===== config.mk =====
export PLATFORM = sky130hd
export DESIGN_NAME = cmp_policy_top
export DESIGN_NICKNAME = d
export VERILOG_FILES = /design/src/rtl/cmp_pkg.sv /design/src/rtl/cmp_mode_decode.sv /design/src/rtl/cmp_read_policy.sv /design/src/rtl/cmp_write_policy.sv /design/src/rtl/cmp_resp_reg.sv /design/src/rtl/cmp_policy_top.sv
export SDC_FILE = /design/constraint.sdc
export NUM_CORES = 1
export LEC_CHECK = 0
export BUFFER_PORTS_ARGS = -buffer_cell sky130_fd_sc_hd__buf_2
export CAP_MARGIN = 20
export CELL_PAD_IN_SITES_DETAIL_PLACEMENT = 0
export CELL_PAD_IN_SITES_GLOBAL_PLACEMENT = 1
export CORE_MARGIN = 2
export CORE_UTILIZATION = 24
export DETAILED_ROUTE_END_ITERATION = 10
export GPL_TIMING_DRIVEN = 0
export PLACE_DENSITY_LB_ADDON = 0.1
export REMOVE_ABC_BUFFERS = 1
export SLEW_MARGIN = 25
export SYNTH_ARGS = -nofsm -noshare
export SYNTH_HDL_FRONTEND = slang
export SYNTH_SLANG_ARGS = --single-unit

===== constraint.sdc =====
create_clock -name clk -period 1 [get_ports clk]
set_input_delay 0.05 -clock clk [delete_from_list [all_inputs] [get_ports clk]]
set_output_delay 0.05 -clock clk [all_outputs]
set_load 0.01 [all_outputs]

===== src/rtl/cmp_pkg.sv =====
package cmp_pkg;
  localparam int MESI_W = 2;

  typedef enum logic [MESI_W-1:0] {
    ST_I = 2'b00,
    ST_S = 2'b01,
    ST_E = 2'b10,
    ST_M = 2'b11
  } mesi_t;

  // mode value equals {cd, nw}
  typedef enum logic [1:0] {
    MD_NORMAL = 2'b00,
    MD_BADCFG = 2'b01,
    MD_NOFILL = 2'b10,
    MD_OFF    = 2'b11
  } mode_t;

  typedef struct packed {
    logic  fault;
    logic  fill;
    logic  mem_wr;
    logic  cache_wr;
    mesi_t nxt;
  } action_t;
endpackage


===== src/rtl/cmp_mode_decode.sv =====
module cmp_mode_decode
  import cmp_pkg::*;
(
  input  logic              cd,
  input  logic              nw,
  input  logic              pwt,
  input  logic              wb_hint,
  input  logic              hit,
  input  logic [MESI_W-1:0] cur_state,
  output mode_t             mode,
  output logic              eff_hit,
  output logic              upgrade
);
  always_comb begin
    mode    = mode_t'({cd, nw});
    // a hit on an Invalid line is not a real hit
    eff_hit = hit && (cur_state != ST_I);
    // exclusive ownership allowed: write-back hint high, page not writethrough
    upgrade = wb_hint && !pwt;
  end
endmodule


===== src/rtl/cmp_read_policy.sv =====
module cmp_read_policy
  import cmp_pkg::*;
(
  input  mode_t             mode,
  input  logic              eff_hit,
  input  logic              pcd,
  input  logic              upgrade,
  input  logic [MESI_W-1:0] cur_state,
  output action_t           act
);
  always_comb begin
    act     = '0;
    act.nxt = mesi_t'(cur_state);
    if (!eff_hit && mode == MD_NORMAL && !pcd) begin
      act.fill = 1'b1;
      act.nxt  = upgrade ? ST_E : ST_S;
    end
  end
endmodule


===== src/rtl/cmp_write_policy.sv =====
module cmp_write_policy
  import cmp_pkg::*;
(
  input  mode_t             mode,
  input  logic              eff_hit,
  input  logic              upgrade,
  input  logic [MESI_W-1:0] cur_state,
  output action_t           act
);
  always_comb begin
    act     = '0;
    act.nxt = mesi_t'(cur_state);
    if (!eff_hit) begin
      act.mem_wr = 1'b1;
    end else begin
      act.cache_wr = 1'b1;
      case (mesi_t'(cur_state))
        ST_S: begin
          if (mode != MD_OFF) begin
            act.mem_wr = 1'b1;
            if (upgrade) act.nxt = ST_E;
          end
        end
        ST_E, ST_M: act.nxt = ST_M;
        default: act.nxt = mesi_t'(cur_state);
      endcase
    end
  end
endmodule


===== src/rtl/cmp_resp_reg.sv =====
module cmp_resp_reg
  import cmp_pkg::*;
(
  input  logic    clk,
  input  logic    rst,
  input  logic    in_valid,
  input  action_t in_act,
  output logic    out_valid,
  output action_t out_act
);
  always_ff @(posedge clk) begin
    if (rst) begin
      out_valid <= 1'b0;
      out_act   <= '0;
    end else begin
      out_valid <= in_valid;
      out_act   <= in_valid ? in_act : '0;
    end
  end

  // quiet in the cycle after reset
  a_r1_reset_quiet: assert property (@(posedge clk)
    $past(rst) |-> (!out_valid && !out_act.fault && !out_act.fill && !out_act.mem_wr && !out_act.cache_wr));

  // idle cycles clear the result
  a_r2_idle_clear: assert property (@(posedge clk) disable iff (rst)
    !in_valid |=> (!out_valid && !out_act.mem_wr && !out_act.cache_wr && !out_act.fill));
endmodule


===== src/rtl/cmp_policy_top.sv =====
module cmp_policy_top
  import cmp_pkg::*;
(
  input  logic              clk,
  input  logic              rst,
  input  logic              req_valid,
  input  logic              cd,
  input  logic              nw,
  input  logic              pcd,
  input  logic              pwt,
  input  logic              wb_hint,
  input  logic              is_write,
  input  logic              hit,
  input  logic [MESI_W-1:0] cur_state,
  output logic              resp_valid,
  output logic [MESI_W-1:0] next_state,
  output logic              cache_wr,
  output logic              mem_wr,
  output logic              fill_req,
  output logic              fault
);
  mode_t   mode;
  logic    eff_hit;
  logic    upgrade;
  action_t rd_act;
  action_t wr_act;
  action_t sel_act;
  action_t reg_act;

  cmp_mode_decode u_dec (
    .cd(cd), .nw(nw), .pwt(pwt), .wb_hint(wb_hint), .hit(hit),
    .cur_state(cur_state), .mode(mode), .eff_hit(eff_hit), .upgrade(upgrade)
  );

  cmp_read_policy u_rd (
    .mode(mode), .eff_hit(eff_hit), .pcd(pcd), .upgrade(upgrade),
    .cur_state(cur_state), .act(rd_act)
  );

  cmp_write_policy u_wr (
    .mode(mode), .eff_hit(eff_hit), .upgrade(upgrade),
    .cur_state(cur_state), .act(wr_act)
  );

  always_comb begin
    sel_act = is_write ? wr_act : rd_act;
    if (mode == MD_BADCFG) begin
      sel_act       = '0;
      sel_act.fault = 1'b1;
      sel_act.nxt   = mesi_t'(cur_state);
    end
  end

  cmp_resp_reg u_reg (
    .clk(clk), .rst(rst), .in_valid(req_valid), .in_act(sel_act),
    .out_valid(resp_valid), .out_act(reg_act)
  );

  assign next_state = reg_act.nxt;
  assign cache_wr   = reg_act.cache_wr;
  assign mem_wr     = reg_act.mem_wr;
  assign fill_req   = reg_act.fill;
  assign fault      = reg_act.fault;

  // one-cycle response
  a_r2_latency: assert property (@(posedge clk) disable iff (rst)
    req_valid |=> resp_valid);

  // illegal mode faults with no action
  a_r3_bad_mode: assert property (@(posedge clk) disable iff (rst)
    (req_valid && !cd && nw) |=> (fault && !cache_wr && !mem_wr && !fill_req));

  // read hits do nothing in legal modes
  a_r5_read_hit: assert property (@(posedge clk) disable iff (rst)
    (req_valid && !is_write && hit && cur_state != ST_I && !(!cd && nw))
      |=> (!cache_wr && !mem_wr && !fill_req && next_state == $past(cur_state)));

  // no fill while caching is disabled
  a_r8_no_fill: assert property (@(posedge clk) disable iff (rst)
    (req_valid && cd) |=> !fill_req);

  // fully disabled write hits stay out of memory
  a_r9_off_write_hit: assert property (@(posedge clk) disable iff (rst)
    (req_valid && cd && nw && is_write && hit && cur_state != ST_I) |=> (cache_wr && !mem_wr));

  // write misses never fill or write the cache
  a_r10_write_miss: assert property (@(posedge clk) disable iff (rst)
    (req_valid && is_write && !(!cd && nw) && (!hit || cur_state == ST_I))
      |=> (mem_wr && !cache_wr && !fill_req));
endmodule


# Word-level counts from Yosys, hierarchy flattened
# Index checks and enable logic that the tools add are counted.
# totals
in_bits,12
word_cells,38
register_bits,7
out_inout_bits,7
latchBits,0
mem_count,0
mem_bits_ro,0
ram_bits,0
# classes
n_shift,0
n_mux,12
n_addsub,0
magnitude_cmp,0
n_mul,0
n_eq_ne,5
n_bitwise,2
n_reduce_logical,13
n_div,0
# op_table
cell,n
2-bit two-way mux,4
4-bit OR reduction,2
6-bit two-way mux,1
5-bit two-way mux,1
2-bit by 1-bit == test with 1-bit output (second input constant),2
2-bit == test (second input constant),2
1-bit logical AND,4
1-bit two-way mux,4
2-bit one-hot mux with 2 select lines,1
2-bit OR reduction,2
1-bit logical NOT,3
3-bit two-way mux,1
2-bit logical NOT,1
2-bit != test (second input constant),1
1-bit inverter,2
2-bit nonzero test,1

# Longest topological paths before layout
# logic_depth
ltp_word,8
mapped_depth,4
depth_no_buf,4

# By module
# A second synthesis with hierarchy kept.
# unflattened
cells_unflattened,51
area_unflattened_um2,500.5
# by_module_without_submodules
mod,seq_area_each_um2,n_inst,cells_per_inst,area_each_um2
cmp_resp_reg,140.1,1,14,198.9
cmp_policy_top,0.0,1,15,131.4
cmp_read_policy,0.0,1,8,76.3
cmp_write_policy,0.0,1,10,65.1
cmp_mode_decode,0.0,1,4,28.8

# Least setup slack after synthesis
# No wires, ideal clock.
# synth_path
path_type,input port to flip-flop
from,input cd
to,register u_reg.out_act[0] in the netlist's numbering
setup_ns,0.082
path_stages,3
path_buffers,0
path_slack_ns,-0.061
required_ns,0.918
arrival_time_ns,0.978
cell_sequence,or3_1 or4_1 o221ai_1
# synth_via
elab_chain_len,6
word_cells_on_any_way,11
cone_classes,2 x eq/ne; 6 x mux; 3 x reduce/logical
# synth_lines
element,line,text
from (decl),cmp_policy_top.sv:7,"input logic cd,"
2-bit != test / 2-bit logical NOT (equally long branches),"cmp_write_policy.sv:19, cmp_read_policy.sv:14",
2-bit two-way mux / 1-bit logical AND (equally long branches),"cmp_write_policy.sv:19, cmp_read_policy.sv:14",
2-bit one-hot mux with 2 select lines / 1-bit logical AND (equally long branches),"cmp_write_policy.sv:17, cmp_read_policy.sv:14",
3-bit two-way mux / 2-bit two-way mux (equally long branches),"cmp_write_policy.sv:13, cmp_read_policy.sv:14",
5-bit two-way mux,cmp_policy_top.sv:46,sel_act = is_write ? wr_act : rd_act;
6-bit two-way mux *,cmp_policy_top.sv:47,if (mode == MD_BADCFG) begin
to (signal assigned),cmp_resp_reg.sv:17,out_act <= in_valid ? in_act : '0;
to (decl),cmp_resp_reg.sv:9,output action_t out_act
# Every way passes the cells marked *; elsewhere a longest branch is shown, timed or not.
# A chain may end at the register's enable or synchronous reset.

# Worst setup path after layout
# Ends and elaborated chain as after synthesis.

==> qor.yml <==
synth:
  synthesis.area_um2: 319
  synth_top_area_share: 0.439
  yosysTopAreaCell: "dfxtp_1"
  syn_inst: 35
  ys_warn_count: 0
  postSynthAreaPerCell_um2: 9.12
  seq_area_frac_synth: 0.439
  ys_top_cells_by_area: "dfxtp_1, nand2b_1, a21oi_1"
  synth_seq_cells: 7
  synth_cell_types: 20
placed_design:
  port-buffer-count: 18
  globalplace.congestion: 0.738
  dpl_cell_area_um2: 428
timing:
  finalMaxSlewViolations: 0
  finalCritPeriodShare: 0.986
  setup_viol: 0
  rsz0062_at_grt: "no"
  hold_viol: 0
  period_needed_ns: 0.986
  slew_headroom: 0.842
  tightest_slew_ns: 0.234
  fmax_ghz: 1.01
route:
  routedWlPerCell_um: 10.1
  drtAntennaViolNets: 0
  first_iter_violations: 3
  viasPerCell: 4.86
  drt_wl_total_um: 728
  route.vias.total: 350
  drt_first_pass_iters: 3
  drc: 0
grt:
  met2_usage: 0.175
  track_usage: 0.101
  first_global_vias: 284
  grt_pass1_wl_um: 1060
  top_usage_layer: "met2"
  use_met3: 0.0167
  antenna_found_initial: 0
  met1_usage: 0.108
  grt.overflow.total: 0
  grt_max_degree: 8
floorplanning:
  design.core.area_um2: 1270
  start_util: 0.251
  row_count: 13
  io_pins: 19
  die_area_um2: 1640
  die_w_um: 40.5
  die_h_um: 40.5
cells_and_area:
  final_core_util: 0.370
  nFillCells: 141
  syn_to_final_growth_pct: 47.1
  final_nets: 70
  register_area_um2: 140
  drive_gt1_frac: 0.456
  antenna_cells: 0
  multi_input_area_um2: 186
  final_cell_mix: "buf_2, dfxtp_1, nor2_1"
  layout_commonest_cell: "buf_2"
  fin_area_um2: 469
setup_path:
  cpPeakStageDelay_ns: 0.52
  path_cells: "buf_2 > or3_4 > or4_4 > o221ai_2"
  worstSetupPathType: "primary input to flop"
  critical_path_arrival_ns: 1.15
  crit_required_ns: 1.16
  cp-start-kind: "primary input"
  endpoint: "u_reg.out_act[0]"
  crit_start: "cd"
  crit_path_top_delay_cell: "or4_4"
  worstPathMaxFanout: 5
  end_kind: "flop"
power:
  p_total_uw: 632
  power.density_nw_per_um2: 1350
  ir_drop_mv: 0.336
  p_leak_nw: 0.216
clock_tree:
  cts_root_buf: "clkbuf_4"
  clock-sinks: 7
  htreeDepth: 1
  clk_pin_slew_ns: 0.05
  cts_tree: "yes"
  hold_buffers: 0
  cts-buffers-inserted: 3
  cts_max_path_buffers: 2
  post-cts-setup-buffers: 0
  cts_resized: 2
run:
  max-cap-violations: 0
worst_hold_path:
  min_path_type: "primary input to flop"
  min_from: "hit"
status:
  status: "finished, final reports clean"
==> flip-flops by register name (all words and copies together), names as in the netlist <==
| name | flops |
|---|---|
| u_reg.out_act | 6 |
| u_reg.out_valid | 1 |
==> cell families (layout without fill, tap and decap cells) <==
kind of cell / count (synthesis) / count (layout) / share of synthesized area
AO/OA/AOI/OAI: 11 / 11 / 0.255
buffers and inverters: 2 / 24 / 0.0235
flip-flops: 7 / 7 / 0.439
AND/OR/NAND/NOR: 15 / 15 / 0.282
==> cells in the mapped netlist, drive strengths merged <==
cell,instances
dfxtp,7
nor2,4
a21oi,3
nand2b,3
inv,2
or4,2
a211o,1
a31o,1
a32o,1
a41oi,1
nand3,1
nand3b,1
nor2b,1
o21a,1
o21ai,1
o221ai,1
o311ai,1
or2b,1
or3,1
or3b,1
==> routing by layer <==
layer,part of all wire,vias to the layer above
met4,0,0
met5,0,-
met2,0.48,17
met1,0.40,156
met3,0.12,0
li1,-,177
==> metrics by stage <==
stage / setup WS [ns] / TNS, ns / cells / hold slack, ns
6_report: 0.0137 / 0 / 72 / 0.0668
5_1_grt: 0.00435 / 0 / 72 / 0.0900
4_1_cts: 0.0113 / 0 / 72 / 0.0533
3_5_place_dp: -0.261 / -0.494 / 68 / 0.317
3_3_place_gp: -0.223 / -0.492 / 68 / 0.309
2_1_floorplan: -0.0608 / -0.0724 / 35 / 0.142
==> cell type report <==
| type | instances | share of cell area |
|---|---|---|
| sequential | 7 | 0.299 |
| inverter | 2 | 0.0160 |
| timing repair buffer | 18 | 0.192 |
| clock buffer | 4 | 0.0560 |
| tap | 15 | 0.0400 |
| multi-input combinational | 26 | 0.397 |
==> worst max-delay path, delay by kind of cell <==
kind | cells | cell delay (ns)
buf+inv | 1 | 0.12
compound gates | 1 | 0.07
simple gates | 2 | 0.90
==> worst min path at each step <==
stage | endpoint | slack, ns | depth (start not counted)
2_1_floorplan | u_reg.out_act[3] | 0.14 | 1
3_3_place_gp | u_reg.out_act[3] | 0.31 | 2
3_5_place_dp | u_reg.out_act[3] | 0.32 | 2
4_1_cts | u_reg.out_act[3] | 0.05 | 2
5_1_grt | u_reg.out_act[3] | 0.09 | 2
6_report | u_reg.out_act[3] | 0.07 | 2
==> power breakdown <==
part,internal [mW],total [mW],switching (mW)
combinational,0.0477,0.100,0.0524
clock,0.151,0.241,0.0894
sequential,0.290,0.291,0.00179
total,0.489,0.632,0.144
(Power assumes the default switching activity.)
